`config.mk`:
```
export PLATFORM = sky130hd
export DESIGN_NAME = save_spi_responder
export DESIGN_NICKNAME = d
export VERILOG_FILES = /design/src/rtl/svr_pkg.sv /design/src/rtl/svr_cmd_latch.sv /design/src/rtl/svr_status.sv /design/src/rtl/svr_kind_detect.sv /design/src/rtl/save_spi_responder.sv
export SDC_FILE = /design/constraint.sdc
export NUM_CORES = 1
export LEC_CHECK = 0
export BUFFER_PORTS_ARGS = -buffer_cell sky130_fd_sc_hd__clkbuf_2
export CAP_MARGIN = 20
export CORE_UTILIZATION = 48
export DETAILED_ROUTE_END_ITERATION = 10
export PLACE_DENSITY = 0.79
export SYNTH_ARGS = -nofsm -noshare
export SYNTH_HDL_FRONTEND = slang
export SYNTH_SLANG_ARGS = --single-unit
```
`constraint.sdc`:
```
create_clock -name clk -period 3 [get_ports clk]
set_clock_uncertainty 0.2 [all_clocks]
set_input_delay 0.6 -clock clk [delete_from_list [all_inputs] [get_ports clk]]
set_output_delay 0.6 -clock clk [all_outputs]
set_load 0.03 [all_outputs]
```
`src/rtl/svr_pkg.sv`:
```
package svr_pkg;
  localparam logic [7:0] CMD_WRDI  = 8'h04;
  localparam logic [7:0] CMD_RDSR  = 8'h05;
  localparam logic [7:0] CMD_WREN  = 8'h06;
  localparam logic [7:0] CMD_PROBE = 8'h0B;

  typedef enum logic [2:0] {
    OP_IDLE  = 3'd0,
    OP_WRDI  = 3'd1,
    OP_RDSR  = 3'd2,
    OP_WREN  = 3'd3,
    OP_OTHER = 3'd4
  } op_e;

  typedef enum logic [1:0] {
    KIND_NONE      = 2'd0,
    KIND_EEP_SMALL = 2'd1,
    KIND_EEP       = 2'd2,
    KIND_FLASH     = 2'd3
  } kind_e;
endpackage

```
`src/rtl/svr_cmd_latch.sv`:
```
module svr_cmd_latch
  import svr_pkg::*;
#(
  parameter int DW = 8
) (
  input  logic          clk,
  input  logic          rst,
  input  logic          xfer,
  input  logic [DW-1:0] rx,
  input  logic          hold,
  input  logic          clr,
  output logic [DW-1:0] cmd_q,
  output op_e           op
);
  // Decode of the latched command; zero means nothing is latched.
  always_comb begin
    if (cmd_q == '0)                 op = OP_IDLE;
    else if (cmd_q == DW'(CMD_WRDI)) op = OP_WRDI;
    else if (cmd_q == DW'(CMD_RDSR)) op = OP_RDSR;
    else if (cmd_q == DW'(CMD_WREN)) op = OP_WREN;
    else                             op = OP_OTHER;
  end

  always_ff @(posedge clk) begin
    if (rst) begin
      cmd_q <= '0;
    end else if (clr) begin
      cmd_q <= '0;
    end else if (xfer) begin
      if (!hold)              cmd_q <= '0;
      else if (op == OP_IDLE) cmd_q <= rx;
    end
  end
endmodule

```
`src/rtl/svr_status.sv`:
```
module svr_status
  import svr_pkg::*;
#(
  parameter int DW      = 8,
  parameter int WEL_BIT = 1
) (
  input  logic          clk,
  input  logic          rst,
  input  logic          xfer,
  input  op_e           op,
  output logic [DW-1:0] status_q,
  output logic          wel
);
  logic [DW-1:0] status_d;

  always_comb begin
    status_d = status_q;
    if (xfer && op == OP_WREN) status_d[WEL_BIT] = 1'b1;
    if (xfer && op == OP_WRDI) status_d[WEL_BIT] = 1'b0;
  end

  always_ff @(posedge clk) begin
    if (rst) status_q <= '0;
    else     status_q <= status_d;
  end

  assign wel = status_q[WEL_BIT];
endmodule

```
`src/rtl/svr_kind_detect.sv`:
```
module svr_kind_detect
  import svr_pkg::*;
#(
  parameter int DW = 8
) (
  input  logic          clk,
  input  logic          rst,
  input  logic          xfer,
  input  op_e           op,
  input  logic [DW-1:0] rx,
  output kind_e         kind,
  output logic          known
);
  logic probe_hit;
  assign probe_hit = xfer && (op == OP_IDLE) && !known && (rx == DW'(CMD_PROBE));

  always_ff @(posedge clk) begin
    if (rst) begin
      kind  <= KIND_NONE;
      known <= 1'b0;
    end else if (probe_hit) begin
      kind  <= KIND_EEP_SMALL;
      known <= 1'b1;
    end
  end
endmodule

```
`src/rtl/save_spi_responder.sv`:
```
module save_spi_responder
  import svr_pkg::*;
#(
  parameter int            DW      = 8,
  parameter int            WEL_BIT = 1,
  parameter logic [DW-1:0] FILL    = '1
) (
  input  logic          clk,
  input  logic          rst,
  input  logic          xfer_strobe,
  input  logic [DW-1:0] rx_byte,
  input  logic          cs_hold,
  input  logic          cmd_reset,
  output logic          tx_valid,
  output logic [DW-1:0] tx_byte,
  output logic [1:0]    save_kind,
  output logic          kind_known,
  output logic          wel
);
  logic [DW-1:0] cmd_q;
  logic [DW-1:0] status_q;
  op_e           op;
  kind_e         kind;
  logic [DW-1:0] reply_d;

  svr_cmd_latch #(.DW(DW)) u_cmd (
    .clk(clk), .rst(rst), .xfer(xfer_strobe), .rx(rx_byte),
    .hold(cs_hold), .clr(cmd_reset), .cmd_q(cmd_q), .op(op)
  );

  svr_status #(.DW(DW), .WEL_BIT(WEL_BIT)) u_stat (
    .clk(clk), .rst(rst), .xfer(xfer_strobe), .op(op),
    .status_q(status_q), .wel(wel)
  );

  svr_kind_detect #(.DW(DW)) u_kind (
    .clk(clk), .rst(rst), .xfer(xfer_strobe), .op(op), .rx(rx_byte),
    .kind(kind), .known(kind_known)
  );

  // Reply selection from the command in force at the strobe.
  always_comb begin
    unique case (op)
      OP_RDSR:  reply_d = status_q;
      OP_OTHER: reply_d = kind_known ? '0 : FILL;
      default:  reply_d = '0;
    endcase
  end

  always_ff @(posedge clk) begin
    if (rst) begin
      tx_valid <= 1'b0;
      tx_byte  <= '0;
    end else begin
      tx_valid <= xfer_strobe;
      if (xfer_strobe) tx_byte <= reply_d;
    end
  end

  assign save_kind = kind;
endmodule

```
==> results.md <==
- Net Sw Frac: 27.8%
- Row count: 12
- Pleak: ~0.32 nW
- Synth top area share: slightly above 40%
- #FFs+latches synth: 13
- Comb pwr share: 15.4%
- P_int: between 0.2 and 0.25 mW
- Clock power share: a little under a third
- Cts repair resizes: 0
- CTS tree: built
- Sequential power share: roughly 53%
- PwrDens: 461 mW/mm^2
- Synth-to-Final Area Change: 16.6%
- DR pass1 iterations: 4
- Compound-Gate Fraction of Synth Area: a little under a fifth
- Syn Area/Cell: a little over 9 sq um
- Critical path class: register to register
- Longest Clk Path Bufs: 2
- Core box area: about 0.0012 sq mm
- Largest family of logic cells by synthesized area: simple AND/OR/NAND/NOR gates
- GRT met2 Usage: a little over a quarter
- Max_slew headroom: between 60 and 70%
- Number of global-route vias before repair: roughly 440
- Max-Cap Viols: 0
- Status: completed
- Critical-path top delay cell: or4_4
- Drt wl/cell: around 11 microns
- Hold_buf cts: 0
- Seq. cell area: 260 sq um
- DRC Markers: 0
- Post-synthesis sequential area ratio: slightly above 40%
- CTS clk-pin slew, worst paths: 0.08 ns
- Min Tclk post-route: 1.94 ns
- Crit Path Max Fanout: 4
- RSZ-0062 raised after global routing: no
- Critical path capture point type: register
- Hold_ws: around 0.26 ns
- Die width: approximately 38 microns
- Share of layout cells above drive strength 1: 39.8%
- Post-CTS Setup Repair Bufs: 0
- Max-slew violations: 0
- Top Ports: 26
- Worst vdd ir: approximately 0.28 mV
- Final instance area: about 740 sq um
- Root Buffer: clkbuf_4
- Primary FF master, synth: dfxtp_1
- Area of the multi-input gates: roughly 290 sq um
- Mapped cell area: 632 sq um
- Final wirelength: around 1200 microns
- Fraction of registers with async set/reset: 0%
- Count leader, synth: dfxtp_1
- Clock Latency Late Sink: 0.28 ns
- Xor and xnor area share after synthesis: 0%
- Largest net degree at the start of global routing: 9
- Most used routing layer: met2
- Setup Viol. Count Final: 0
- Critical Path AT: roughly 1.9 ns
- Most frequent cells after synthesis: dfxtp_1, buf_4, nor2_1
- EDFF count, synth: 0
- Post-synth top area cell: dfxtp_1
- Warnings, synthesis: 0
- Adder-cell share of the synthesized area: under 10%
- H-tree Lvls: 1
- Startpoint types: register
- GR Util met1: around 26%
- Area after DPL: between 700 and 800 sq um
- Via count: between 500 and 600
- Distinct cell type count after synthesis: 26
- Met3 Use GR: about 5.2%
- GRT overflow: 0
- Syn nets: just over 80
- Fillers: slightly below 100
- Initial DRC Count: 11
- Fmax: 514 MHz
- Mux cell area share after synthesis: about 1.6%
- CP Cell Sequence: or4_4 > or2_4 > a2111oi_2 > nor4_2
- Simple-gate share of the synthesized area: between 20% and 30%
- Mapped Cells: 68
- I/O Buffers: 24
- Via density: between 5 and 6
- Die Area: between 0.001 and 0.0015 sq mm
- GRT Total Usage: 19.2%
- Final Cycle Share: about two thirds
- Routability cong.: ~0.83
- Sink Count: 13
- Max incr delay on CP: about 0.57 ns
- Final number of hold-violating endpoints: 0
- Initial antenna violation count: 0
- TritonCTS buffer count: 3
- Worst min path class: register to register
- Die Y-Extent: 38.3 microns
- R2r worst-path depth: 4
- Hold path depth: 2
- First-pass GRT wire length: roughly 1900 microns
- Req. time, crit path: 2.96 ns
- Measured slew at the worst slew-check pin: about 0.51 ns
- Starting Density: a little over half
- Net Sw Power: about 0.095 mW
- Routed Antenna Nets: 0
- Setup TNS: 0 ns
- Antenna Diode Count: 0
- Synth area leaders: dfxtp_1, buf_4, nor2_1
- Nets: between 100 and 150
[cells by family (layout without fill, tap and decap cells)]
group	Yosys count	in the layout
simple gates	23	23
compound gates	16	16
mux	1	1
flops	13	13
fa+ha+maj	1	1
buf+inv	13	33
other cells	1	1
[path summary, 6_finish.rpt]
check	startpoint	to	slack, ns
hold reg to reg	u_cmd.cmd_q[3]$_SDFFE_PP0P_	u_cmd.cmd_q[3]$_SDFFE_PP0P_	0.26
setup / recovery	u_cmd.cmd_q[7]$_SDFFE_PP0P_	tx_byte[1]$_SDFFE_PP0P_	1.06
setup reg to reg	u_cmd.cmd_q[7]$_SDFFE_PP0P_	tx_byte[1]$_SDFFE_PP0P_	1.06
hold / removal	u_cmd.cmd_q[3]$_SDFFE_PP0P_	u_cmd.cmd_q[3]$_SDFFE_PP0P_	0.26
[metrics by stage]
| step | worst slack, ns | util, % | std cells | power [mW] |
|---|---|---|---|---|
| 6_report | 1.06 | 62.9 | 102 | 0.340 |
| 2_1_floorplan | 1.06 | - | 68 | 0.222 |
| 3_3_place_gp | 0.864 | 60.6 | 98 | 0.234 |
| 5_1_grt | 0.937 | 62.9 | 102 | 0.360 |
| 4_1_cts | 1.05 | 62.9 | 102 | 0.344 |
| 3_5_place_dp | 0.818 | 60.6 | 98 | 0.235 |
[layer usage]
| metal | vias to the layer above | wire length, microns |
|---|---|---|
| met4 | 0 | 0 |
| met3 | 0 | 89 |
| li1 | 276 | - |
| met1 | 229 | 578 |
| met2 | 28 | 504 |
| met5 | - | 0 |
[worst max-delay path, delay by kind of cell (launching register included)]
family	cells	cell delay [ns]
AND/OR/NAND/NOR	3	0.92
flip-flops	1	0.32
AO/OA/AOI/OAI	1	0.38
[state kept, by name, indices dropped and copies added, names as in the netlist]
| signal | count |
|---|---|
| u_kind.known | 1 |
| tx_valid | 1 |
| u_cmd.cmd_q | 8 |
| tx_byte | 2 |
| u_stat.status_q | 1 |
[area by class of cell]
class | instances | area share (%)
Clock inverter | 1 | 0.679
Multi-Input combinational cell | 42 | 39.7
Inverter | 5 | 2.55
Timing Repair Buffer | 24 | 16.3
Tap cell | 14 | 2.38
Sequential cell | 13 | 35.3
Clock buffer | 3 | 3.06
[power groups by stage]
stage | Sequential, mW | Combinational [mW] | Clock, mW
final | 0.179 | 0.0523 | 0.108
after global routing | 0.180 | 0.0570 | 0.123
after CTS | 0.179 | 0.0524 | 0.112
after detailed placement | 0.183 | 0.0522 | 0
after global placement | 0.183 | 0.0516 | 0
after floorplan | 0.187 | 0.0351 | 0
[cell usage in the layout (no fill, tap or decap), types with 2 or more instances in the layout]
cell	n
a21oi_1	5
a22o_1	3
clkbuf_2	24
clkbuf_4	3
dfxtp_1	13
inv_1	5
nand2_1	5
nor2_1	7
nor3_1	3
o21ai_0	2
Power figures use the tool's default switching activity.
